[src/rtl/flash_guard_pkg.sv]
package flash_guard_pkg;
  typedef enum logic [1:0] {
    RGN_NONE = 2'd0,
    RGN_PROG = 2'd1,
    RGN_DATA = 2'd2
  } region_e;
endpackage

[src/rtl/fg_addr_decode.sv]
module fg_addr_decode
  import flash_guard_pkg::*;
#(
  parameter int ADDR_W     = 24,
  parameter int PROG_LOG2  = 18,
  parameter int PSECT_LOG2 = 13,
  parameter int DATA_LOG2  = 13,
  parameter int DSECT_LOG2 = 9,
  parameter logic [ADDR_W-1:0] DATA_BASE = 24'h0E0000,
  parameter logic [ADDR_W-1:0] BOOT_MAX  = 24'h001BFF,
  localparam int PS_W = PROG_LOG2 - PSECT_LOG2,
  localparam int DS_W = DATA_LOG2 - DSECT_LOG2
) (
  input  logic [ADDR_W-1:0] addr,
  input  logic [ADDR_W-1:0] boot_end,
  output region_e           region,
  output logic              in_boot,
  output logic [PS_W-1:0]   psect,
  output logic [DS_W-1:0]   dsect
);
  logic              prog_hit;
  logic              data_hit;
  logic [ADDR_W-1:0] boot_eff;

  always_comb begin
    prog_hit = (addr[ADDR_W-1:PROG_LOG2] == '0);
    data_hit = (addr[ADDR_W-1:DATA_LOG2] == DATA_BASE[ADDR_W-1:DATA_LOG2]);
    boot_eff = (boot_end > BOOT_MAX) ? BOOT_MAX : boot_end;
    if (prog_hit)      region = RGN_PROG;
    else if (data_hit) region = RGN_DATA;
    else               region = RGN_NONE;
    in_boot = prog_hit && (addr <= boot_eff);
    psect   = addr[PROG_LOG2-1:PSECT_LOG2];
    dsect   = addr[DATA_LOG2-1:DSECT_LOG2];
  end
endmodule

[src/rtl/fg_vote.sv]
module fg_vote #(
  parameter int W = 3,
  localparam int CNT_W = $clog2(W + 1)
) (
  input  logic [W-1:0] bits,
  output logic         active
);
  logic [CNT_W-1:0] zeros;

  always_comb begin
    zeros = '0;
    for (int i = 0; i < W; i++) begin
      zeros = zeros + CNT_W'(!bits[i]);
    end
    active = (zeros > CNT_W'(W / 2));
  end
endmodule

[src/rtl/fg_sect_regs.sv]
module fg_sect_regs #(
  parameter int REG_W  = 16,
  parameter int N_PROG = 32,
  parameter int N_DATA = 16,
  localparam int N_PREG = N_PROG / REG_W,
  localparam int N_DREG = N_DATA / REG_W,
  localparam int N_REG  = N_PREG + N_DREG,
  localparam int SEL_W  = $clog2(N_REG + 1),
  localparam int PI_W   = $clog2(N_PROG),
  localparam int DI_W   = $clog2(N_DATA)
) (
  input  logic             clk,
  input  logic             rst_n,
  input  logic             reg_wr,
  input  logic [SEL_W-1:0] reg_sel,
  input  logic [REG_W-1:0] reg_wdata,
  output logic [REG_W-1:0] reg_rdata,
  input  logic [PI_W-1:0]  pidx,
  input  logic [DI_W-1:0]  didx,
  output logic             pen,
  output logic             den
);
  logic [N_REG*REG_W-1:0] all_bits;
  logic [N_PROG-1:0]      prog_bits;
  logic [N_DATA-1:0]      data_bits;

  for (genvar g = 0; g < N_REG; g++) begin : g_reg
    logic             load;
    logic [REG_W-1:0] d;
    logic [REG_W-1:0] q;

    always_comb begin
      load = reg_wr && (reg_sel == SEL_W'(g));
      d    = load ? reg_wdata : q;
    end

    always_ff @(posedge clk or negedge rst_n) begin
      if (!rst_n)    q <= '0;
      else if (load) q <= d;
    end

    assign all_bits[g*REG_W +: REG_W] = q;
  end

  assign prog_bits = all_bits[N_PROG-1:0];
  assign data_bits = all_bits[N_PROG +: N_DATA];

  always_comb begin
    pen       = prog_bits[pidx];
    den       = data_bits[didx];
    reg_rdata = '0;
    for (int i = 0; i < N_REG; i++) begin
      if (reg_sel == SEL_W'(i)) reg_rdata = all_bits[i*REG_W +: REG_W];
    end
  end
endmodule

[src/rtl/flash_guard.sv]
module flash_guard
  import flash_guard_pkg::*;
#(
  parameter int ADDR_W     = 24,
  parameter int DATA_W     = 16,
  parameter int REG_W      = 16,
  parameter int VOTE_W     = 3,
  parameter int PROG_LOG2  = 18,
  parameter int PSECT_LOG2 = 13,
  parameter int DATA_LOG2  = 13,
  parameter int DSECT_LOG2 = 9,
  parameter logic [ADDR_W-1:0] DATA_BASE = 24'h0E0000,
  parameter logic [ADDR_W-1:0] BOOT_MAX  = 24'h001BFF,
  localparam int N_PROG = 1 << (PROG_LOG2 - PSECT_LOG2),
  localparam int N_DATA = 1 << (DATA_LOG2 - DSECT_LOG2),
  localparam int N_REG  = (N_PROG + N_DATA) / REG_W,
  localparam int SEL_W  = $clog2(N_REG + 1)
) (
  input  logic              clk,
  input  logic              rst_n,
  input  logic              cpu_vld,
  input  logic              cpu_we,
  input  logic [ADDR_W-1:0] cpu_addr,
  input  logic [ADDR_W-1:0] boot_end,
  input  logic [VOTE_W-1:0] prot_wr,
  input  logic [VOTE_W-1:0] prot_rd,
  input  logic              reg_wr,
  input  logic [SEL_W-1:0]  reg_sel,
  input  logic [REG_W-1:0]  reg_wdata,
  output logic [REG_W-1:0]  reg_rdata,
  input  logic              ext_rd_req,
  input  logic [DATA_W-1:0] ext_rd_din,
  output logic              grant_vld,
  output logic              grant_we,
  output logic [ADDR_W-1:0] grant_addr,
  output logic [1:0]        grant_region,
  output logic              wr_viol,
  output logic              ext_rd_ack,
  output logic [DATA_W-1:0] ext_rd_dout,
  output logic              ext_rd_viol
);
  localparam int PS_W = PROG_LOG2 - PSECT_LOG2;
  localparam int DS_W = DATA_LOG2 - DSECT_LOG2;

  // reset synchronizer: asserts at once, releases on the second edge
  logic [1:0] rst_pipe;
  logic       rst_sync_n;

  always_ff @(posedge clk or negedge rst_n) begin
    if (!rst_n) rst_pipe <= 2'b00;
    else        rst_pipe <= {rst_pipe[0], 1'b1};
  end
  assign rst_sync_n = rst_pipe[1];

  region_e         region;
  logic            in_boot;
  logic [PS_W-1:0] psect;
  logic [DS_W-1:0] dsect;
  logic            pen, den;
  logic            wp_on, rp_on;

  fg_addr_decode #(
    .ADDR_W(ADDR_W), .PROG_LOG2(PROG_LOG2), .PSECT_LOG2(PSECT_LOG2),
    .DATA_LOG2(DATA_LOG2), .DSECT_LOG2(DSECT_LOG2),
    .DATA_BASE(DATA_BASE), .BOOT_MAX(BOOT_MAX)
  ) u_dec (
    .addr(cpu_addr), .boot_end(boot_end), .region(region),
    .in_boot(in_boot), .psect(psect), .dsect(dsect)
  );

  fg_sect_regs #(.REG_W(REG_W), .N_PROG(N_PROG), .N_DATA(N_DATA)) u_regs (
    .clk(clk), .rst_n(rst_sync_n), .reg_wr(reg_wr), .reg_sel(reg_sel),
    .reg_wdata(reg_wdata), .reg_rdata(reg_rdata),
    .pidx(psect), .didx(dsect), .pen(pen), .den(den)
  );

  fg_vote #(.W(VOTE_W)) u_wvote (.bits(prot_wr), .active(wp_on));
  fg_vote #(.W(VOTE_W)) u_rvote (.bits(prot_rd), .active(rp_on));

  // next-state logic
  logic              sect_bit, wr_ok, allow;
  logic              gv_d, wv_d, ack_d, rv_d;
  logic [DATA_W-1:0] dout_d;

  always_comb begin
    sect_bit = (region == RGN_PROG) ? pen : den;
    wr_ok    = !in_boot && sect_bit && !wp_on;
    if (region == RGN_NONE) allow = 1'b1;
    else if (!cpu_we)       allow = 1'b1;
    else                    allow = wr_ok;
    gv_d   = cpu_vld && allow;
    wv_d   = cpu_vld && !allow;
    ack_d  = ext_rd_req;
    rv_d   = ext_rd_req && rp_on;
    dout_d = rp_on ? '0 : ext_rd_din;
  end

  // registers
  always_ff @(posedge clk or negedge rst_sync_n) begin
    if (!rst_sync_n) begin
      grant_vld   <= 1'b0;
      wr_viol     <= 1'b0;
      ext_rd_ack  <= 1'b0;
      ext_rd_viol <= 1'b0;
    end else begin
      grant_vld   <= gv_d;
      wr_viol     <= wv_d;
      ext_rd_ack  <= ack_d;
      ext_rd_viol <= rv_d;
    end
  end

  always_ff @(posedge clk or negedge rst_sync_n) begin
    if (!rst_sync_n) begin
      grant_we     <= 1'b0;
      grant_addr   <= '0;
      grant_region <= RGN_NONE;
    end else if (cpu_vld) begin
      grant_we     <= cpu_we;
      grant_addr   <= cpu_addr;
      grant_region <= region;
    end
  end

  always_ff @(posedge clk or negedge rst_sync_n) begin
    if (!rst_sync_n)     ext_rd_dout <= '0;
    else if (ext_rd_req) ext_rd_dout <= dout_d;
  end
endmodule

[config.mk]
export PLATFORM = sky130hd
export DESIGN_NAME = flash_guard
export DESIGN_NICKNAME = d
export VERILOG_FILES = /design/src/rtl/flash_guard_pkg.sv /design/src/rtl/fg_addr_decode.sv /design/src/rtl/fg_vote.sv /design/src/rtl/fg_sect_regs.sv /design/src/rtl/flash_guard.sv
export SDC_FILE = /design/constraint.sdc
export NUM_CORES = 1
export LEC_CHECK = 0
export ABC_AREA = 1
export ABC_CLOCK_PERIOD_IN_PS = 4000
export BUFFER_PORTS_ARGS = -buffer_cell sky130_fd_sc_hd__buf_2
export CAP_MARGIN = 0
export CORE_MARGIN = 5
export CORE_UTILIZATION = 52
export DETAILED_ROUTE_END_ITERATION = 12
export PLACE_DENSITY = 0.88
export SKIP_CTS_REPAIR_TIMING = 1
export SLEW_MARGIN = 15
export SYNTH_ARGS = -nofsm -noshare
export SYNTH_HDL_FRONTEND = slang
export SYNTH_SLANG_ARGS = --single-unit
[constraint.sdc]
create_clock -name clk -period 4 [get_ports clk]
set_input_delay 0.6 -clock clk [delete_from_list [all_inputs] [get_ports clk]]
set_output_delay 0.6 -clock clk [all_outputs]
set_load 0.05 [all_outputs]
==> flow_summary.html <==
<table>
<tr><th>Metric</th><th>Value</th></tr>
<tr><th colspan="2">STA</th></tr>
<tr><td>Time the final worst path needs with I/O delays and setup</td><td>2.61 ns</td></tr>
<tr><td>Sum of negative setup slack</td><td>0 ns</td></tr>
<tr><td>Count of final hold-check violations</td><td>0</td></tr>
<tr><td>Post-Route Skew</td><td>around 0.0088 ns</td></tr>
<tr><td>Max frequency</td><td>between 300 and 400 MHz</td></tr>
<tr><td>Final Cycle Share</td><td>65.2%</td></tr>
<tr><td>RSZ-0062 raised after global routing</td><td>no</td></tr>
<tr><td>Max-slew violation count</td><td>0</td></tr>
<tr><td>Final setup margin</td><td>1.39 ns</td></tr>
<tr><td>Worst relative slew slack</td><td>34.1%</td></tr>
<tr><td>Actual transition at the worst max-transition pin</td><td>0.985 ns</td></tr>
<tr><td>Number of endpoints failing setup at the final stage</td><td>0</td></tr>
<tr><th colspan="2">Place</th></tr>
<tr><td>Final Wtd Congestion</td><td>between 0.8 and 0.9</td></tr>
<tr><td>Area post-placement</td><td>roughly 6000 µm²</td></tr>
<tr><td>IO Port Bufs</td><td>approximately 160</td></tr>
<tr><td>Placement-stage worst setup slack</td><td>1.03 ns</td></tr>
<tr><td>DP HPWL</td><td>just under 10,000 µm</td></tr>
<tr><th colspan="2">Synthesis</th></tr>
<tr><td>Mux share of post-synthesis cell area</td><td>0%</td></tr>
<tr><td>FFs w/ async S/R, synth</td><td>100%</td></tr>
<tr><td>Fraction of post-synthesis cell area in the top cell type by area</td><td>a little under half</td></tr>
<tr><td>Synthesized area</td><td>5110 µm²</td></tr>
<tr><td>Distinct cells, synth</td><td>31</td></tr>
<tr><td>Fraction of the mapped netlist area in compound gates</td><td>around a tenth</td></tr>
<tr><td>Number of synthesized register bits</td><td>97</td></tr>
<tr><td>Number of cells produced by synthesis</td><td>662</td></tr>
<tr><td>Post-synth top area cell</td><td>sky130_fd_sc_hd__dfrtp_1</td></tr>
<tr><td>Part of the Yosys area used for sequential elements</td><td>47.5%</td></tr>
<tr><td>Adder-Cell Fraction of Synth Area</td><td>6.37%</td></tr>
<tr><td>Most frequently used flop master after synthesis</td><td>sky130_fd_sc_hd__dfrtp_1</td></tr>
<tr><td>Syn. warnings</td><td>0</td></tr>
<tr><td>List of most frequent post-synthesis cells</td><td>256 x sky130_fd_sc_hd__nand2_1, 97 x sky130_fd_sc_hd__dfrtp_1, 67 x sky130_fd_sc_hd__o21ai_0, 66 x sky130_fd_sc_hd__nand3_1, 49 x sky130_fd_sc_hd__inv_1</td></tr>
<tr><td>Post-synthesis area per instance</td><td>7.72 µm²</td></tr>
<tr><td>Simple-gate area share of the yosys netlist</td><td>between 20 and 30%</td></tr>
<tr><td>Cells taking the most area after synthesis</td><td>sky130_fd_sc_hd__dfrtp_1 48%, sky130_fd_sc_hd__nand2_1 19%, sky130_fd_sc_hd__o21ai_0 6.6%, sky130_fd_sc_hd__nand3_1 6.5%, sky130_fd_sc_hd__ha_1 6.4%</td></tr>
<tr><td>Combinational family with the most area after synthesis</td><td>simple AND/OR/NAND/NOR gates</td></tr>
<tr><td>Post-synth EDFFs</td><td>0</td></tr>
<tr><td>Most frequent cell after synthesis</td><td>sky130_fd_sc_hd__nand2_1</td></tr>
<tr><td>Xor and xnor fraction of the mapped netlist area</td><td>0%</td></tr>
<tr><th colspan="2">Die</th></tr>
<tr><td>Die footprint</td><td>11,900 µm²</td></tr>
<tr><td>DIE WIDTH</td><td>about 110 µm</td></tr>
<tr><td>Die Span Y</td><td>around 110 µm</td></tr>
<tr><td>Area inside the core boundary</td><td>9680 µm²</td></tr>
<tr><td>Initial cell density of the core</td><td>52.8%</td></tr>
<tr><td>Cell row count</td><td>36</td></tr>
<tr><td>Io pins</td><td>between 150 and 200</td></tr>
<tr><th colspan="2">Status</th></tr>
<tr><td>Result of the run</td><td>complete, no violations</td></tr>
<tr><th colspan="2">Clock network</th></tr>
<tr><td>Buffer type at the clock tree root</td><td>sky130_fd_sc_hd__clkbuf_8</td></tr>
<tr><td>Number of levels in the clock H-tree</td><td>3</td></tr>
<tr><td>Clock buffer count from CTS</td><td>9</td></tr>
<tr><td>Clock sink count</td><td>just under 100</td></tr>
<tr><td>Clock Pin Slew Worst Setup and Hold Paths</td><td>about 0.10 ns</td></tr>
<tr><td>CTS tree</td><td>yes</td></tr>
<tr><td>Maximum number of buffers from clock root to sink</td><td>2</td></tr>
<tr><td>Clock latency on the worst-skew pair</td><td>between 0.3 and 0.4 ns</td></tr>
<tr><th colspan="2">Route</th></tr>
<tr><td>Via density per instance</td><td>approximately 5.1</td></tr>
<tr><td>Post-route DRC violation count</td><td>0</td></tr>
<tr><td>Final wirelength</td><td>approximately 13,000 µm</td></tr>
<tr><td>Via count</td><td>4,847</td></tr>
<tr><td>Routed Antenna Nets</td><td>0</td></tr>
<tr><td>Number of detailed-route iterations in the first pass</td><td>5</td></tr>
<tr><td>Iteration-0 DRC count of the detailed router</td><td>283</td></tr>
<tr><td>Per-cell routed wire length</td><td>around 14 µm</td></tr>
<tr><th colspan="2">Worst setup path</th></tr>
<tr><td>Data required time at the worst endpoint</td><td>roughly 4.2 ns</td></tr>
<tr><td>Setup slack of the most critical reg-to-reg path</td><td>2.54 ns</td></tr>
<tr><td>Worst Path Arrival</td><td>between 2 and 3 ns</td></tr>
<tr><td>Delay of the slowest critical-path stage</td><td>0.40 ns</td></tr>
<tr><td>Dominant cell type by count on the critical path</td><td>sky130_fd_sc_hd__nand2_1</td></tr>
<tr><td>Series of cell instances along the critical path</td><td>buf_2 -&gt; nor4_1 -&gt; nand3_1 -&gt; or2_2 -&gt; ha_1 -&gt; inv_1 -&gt; nand2_1 -&gt; nand2_1 -&gt; nand2_1 -&gt; nand2_1 -&gt; nand2_1 -&gt; nand2_1 -&gt; nand2_1 -&gt; nand3_1 -&gt; nand2_1 -&gt; o21ai_1 -&gt; nand2_1 -&gt; nand2_1 -&gt; nor2_1</td></tr>
<tr><td>Kind of launch point of the worst setup path</td><td>input pin</td></tr>
<tr><td>Worst Path Max Fanout</td><td>12</td></tr>
<tr><td>Crit path capture type</td><td>register</td></tr>
<tr><td>Endpoint of the worst register-to-register path</td><td>wr_viol$_DFF_PN0_</td></tr>
<tr><td>Worst reg2reg path startpoint</td><td>u_regs.data_bits[12]$_DFFE_PN0P_</td></tr>
<tr><td>Path type of the worst setup path</td><td>in2reg</td></tr>
<tr><td>Cell at the slowest stage of the critical path</td><td>sky130_fd_sc_hd__or2_2</td></tr>
<tr><td>Worst r2r path cells</td><td>9</td></tr>
<tr><th colspan="2">Layout</th></tr>
<tr><td>Fraction of layout instances using a drive strength above 1</td><td>23.7%</td></tr>
<tr><td>Area overhead of the layout relative to synthesis</td><td>21.1%</td></tr>
<tr><td>Final antenna diode count</td><td>0</td></tr>
<tr><td>Number of nets in the layout</td><td>about 940</td></tr>
<tr><td>Utilization of the core after routing</td><td>63.9%</td></tr>
<tr><td>Finished layout cell area</td><td>6190 µm²</td></tr>
<tr><th colspan="2">Flow run</th></tr>
<tr><td>Number of max-capacitance violations reported</td><td>0</td></tr>
<tr><th colspan="2">Power and ir drop</th></tr>
<tr><td>Leakage power total</td><td>0.00346 µW</td></tr>
<tr><td>Cell area power density</td><td>around 400 nW/µm²</td></tr>
<tr><td>Highest ir drop seen on vdd</td><td>268 µV</td></tr>
<tr><td>Overall power consumption</td><td>2460 µW</td></tr>
<tr><th colspan="2">GRT</th></tr>
<tr><td>Total routing usage reported by global routing</td><td>between 20 and 25%</td></tr>
<tr><td>Total congestion overflow after global routing</td><td>0</td></tr>
<tr><td>Largest net degree at the start of global routing</td><td>64</td></tr>
<tr><td>Number of global-route vias before repair</td><td>approximately 4,600</td></tr>
<tr><td>Global-route wire length before repair</td><td>21,400 µm</td></tr>
<tr><td>Initial antenna violation count</td><td>0</td></tr>
<tr><th colspan="2">Worst hold path</th></tr>
<tr><td>Class of the most critical hold timing path</td><td>reg2reg</td></tr>
<tr><td>Worst hold path startpoint</td><td>rst_pipe[0]$_DFF_PN0_</td></tr>
<tr><td>Number of cells on the worst hold path</td><td>0</td></tr>
<tr><td>Endpoint with the worst hold slack</td><td>rst_pipe[1]$_DFF_PN0_</td></tr>
</table>
## flip-flops by register name (all words and copies together), names as in the netlist
| register | cells |
|---|---|
| ext_rd_ack | 1 |
| ext_rd_dout | 16 |
| wr_viol | 1 |
| u_regs.g.q | 32 |
| grant_vld | 1 |
| ext_rd_viol | 1 |
| rst_pipe | 2 |
| grant_region | 2 |
| grant_addr | 24 |
| u_regs.data_bits | 16 |
| grant_we | 1 |
## area by class of cell
cell class                      instances  area (µm²)
Multi-Input combinational cell        495        2370
Clock inverter                          7        63.8
Tap cell                              133         166
Timing Repair Buffer                  161         821
Clock buffer                            9         124
Sequential cell                        97        2430
Fill cell                             894        3500
Inverter                               53         206
## stage by stage
step | hold WS [ns] | cells
3_5_place_dp | 0.337 | 938
5_1_grt | 0.365 | 955
4_1_cts | -0.00840 | 954
3_3_place_gp | 0.336 | 938
6_report | 0.354 | 955
2_1_floorplan | 0.304 | 673
## metal layers
| metal | vias to the layer above | share of wire [%] | global-route usage [%] |
|---|---|---|---|
| met5 | - | 0 | 0 |
| met3 | 23 | 7.1 | 3.73 |
| met4 | 0 | 1.8 | 7.39 |
| li1 | 2438 | - | - |
| met2 | 173 | 48 | 37.9 |
| met1 | 2213 | 43 | 30.0 |
## report_power, final
part	internal, µW	switching, µW	leakage, µW
combinational	187	471	0.00216
clock	239	366	0.0000899
sequential	1100	98.6	0.00121
## cell families (layout without fill, tap and decap cells)
kind of cell,after synthesis,in the layout
AO/OA/AOI/OAI,95,95
adder cells (fa/ha/maj),26,26
buffers and inverters,81,230
flip-flops,97,97
other,1,12
AND/OR/NAND/NOR,362,362
## placed cells by master (no fill, tap or decap), types with 2 or more instances in the layout
cell | Yosys | routed
sky130_fd_sc_hd__nand3_1 | 66 | 66
sky130_fd_sc_hd__nor4_1 | 4 | 4
sky130_fd_sc_hd__dfrtp_1 | 97 | 96
sky130_fd_sc_hd__a21oi_1 | 16 | 15
sky130_fd_sc_hd__clkbuf_8 | 0 | 9
sky130_fd_sc_hd__buf_2 | 2 | 156
sky130_fd_sc_hd__o211ai_1 | 4 | 4
sky130_fd_sc_hd__nand2_2 | 6 | 6
sky130_fd_sc_hd__o21ai_0 | 67 | 67
sky130_fd_sc_hd__nor3_1 | 2 | 2
sky130_fd_sc_hd__inv_8 | 1 | 3
sky130_fd_sc_hd__ha_1 | 26 | 26
sky130_fd_sc_hd__conb_1 | 1 | 12
sky130_fd_sc_hd__nand4_1 | 3 | 3
sky130_fd_sc_hd__a21oi_2 | 1 | 2
sky130_fd_sc_hd__nor2_2 | 3 | 3
sky130_fd_sc_hd__o21ai_1 | 2 | 2
sky130_fd_sc_hd__nor2_1 | 20 | 20
sky130_fd_sc_hd__buf_4 | 0 | 4
sky130_fd_sc_hd__inv_1 | 49 | 49
sky130_fd_sc_hd__clkinv_4 | 0 | 2
sky130_fd_sc_hd__inv_2 | 2 | 2
sky130_fd_sc_hd__nand2_1 | 256 | 256
sky130_fd_sc_hd__clkinvlp_4 | 0 | 2
## worst max-delay path by stage
stage | slack [ns] | depth (start not counted) | startpoint | endpoint
final | 1.39 | 19 | boot_end[23] | wr_viol$_DFF_PN0_
after global routing | 1.09 | 19 | boot_end[18] | wr_viol$_DFF_PN0_
after CTS | 1.39 | 20 | boot_end[11] | wr_viol$_DFF_PN0_
after detailed placement | 1.03 | 20 | boot_end[11] | wr_viol$_DFF_PN0_
after global placement | 1.09 | 20 | boot_end[11] | wr_viol$_DFF_PN0_
after floorplan | 1.10 | 0 | rst_pipe[1]$_DFF_PN0_ | ext_rd_ack$_DFF_PN0_
## worst max-delay path: cells and delay by family
family	cells	cell delay, ns
fa+ha+maj	1	0.18
simple gates	15	1.82
compound gates	1	0.11
buf+inv	2	0.15
No activity file was read; power rests on OpenSTA's default activity.
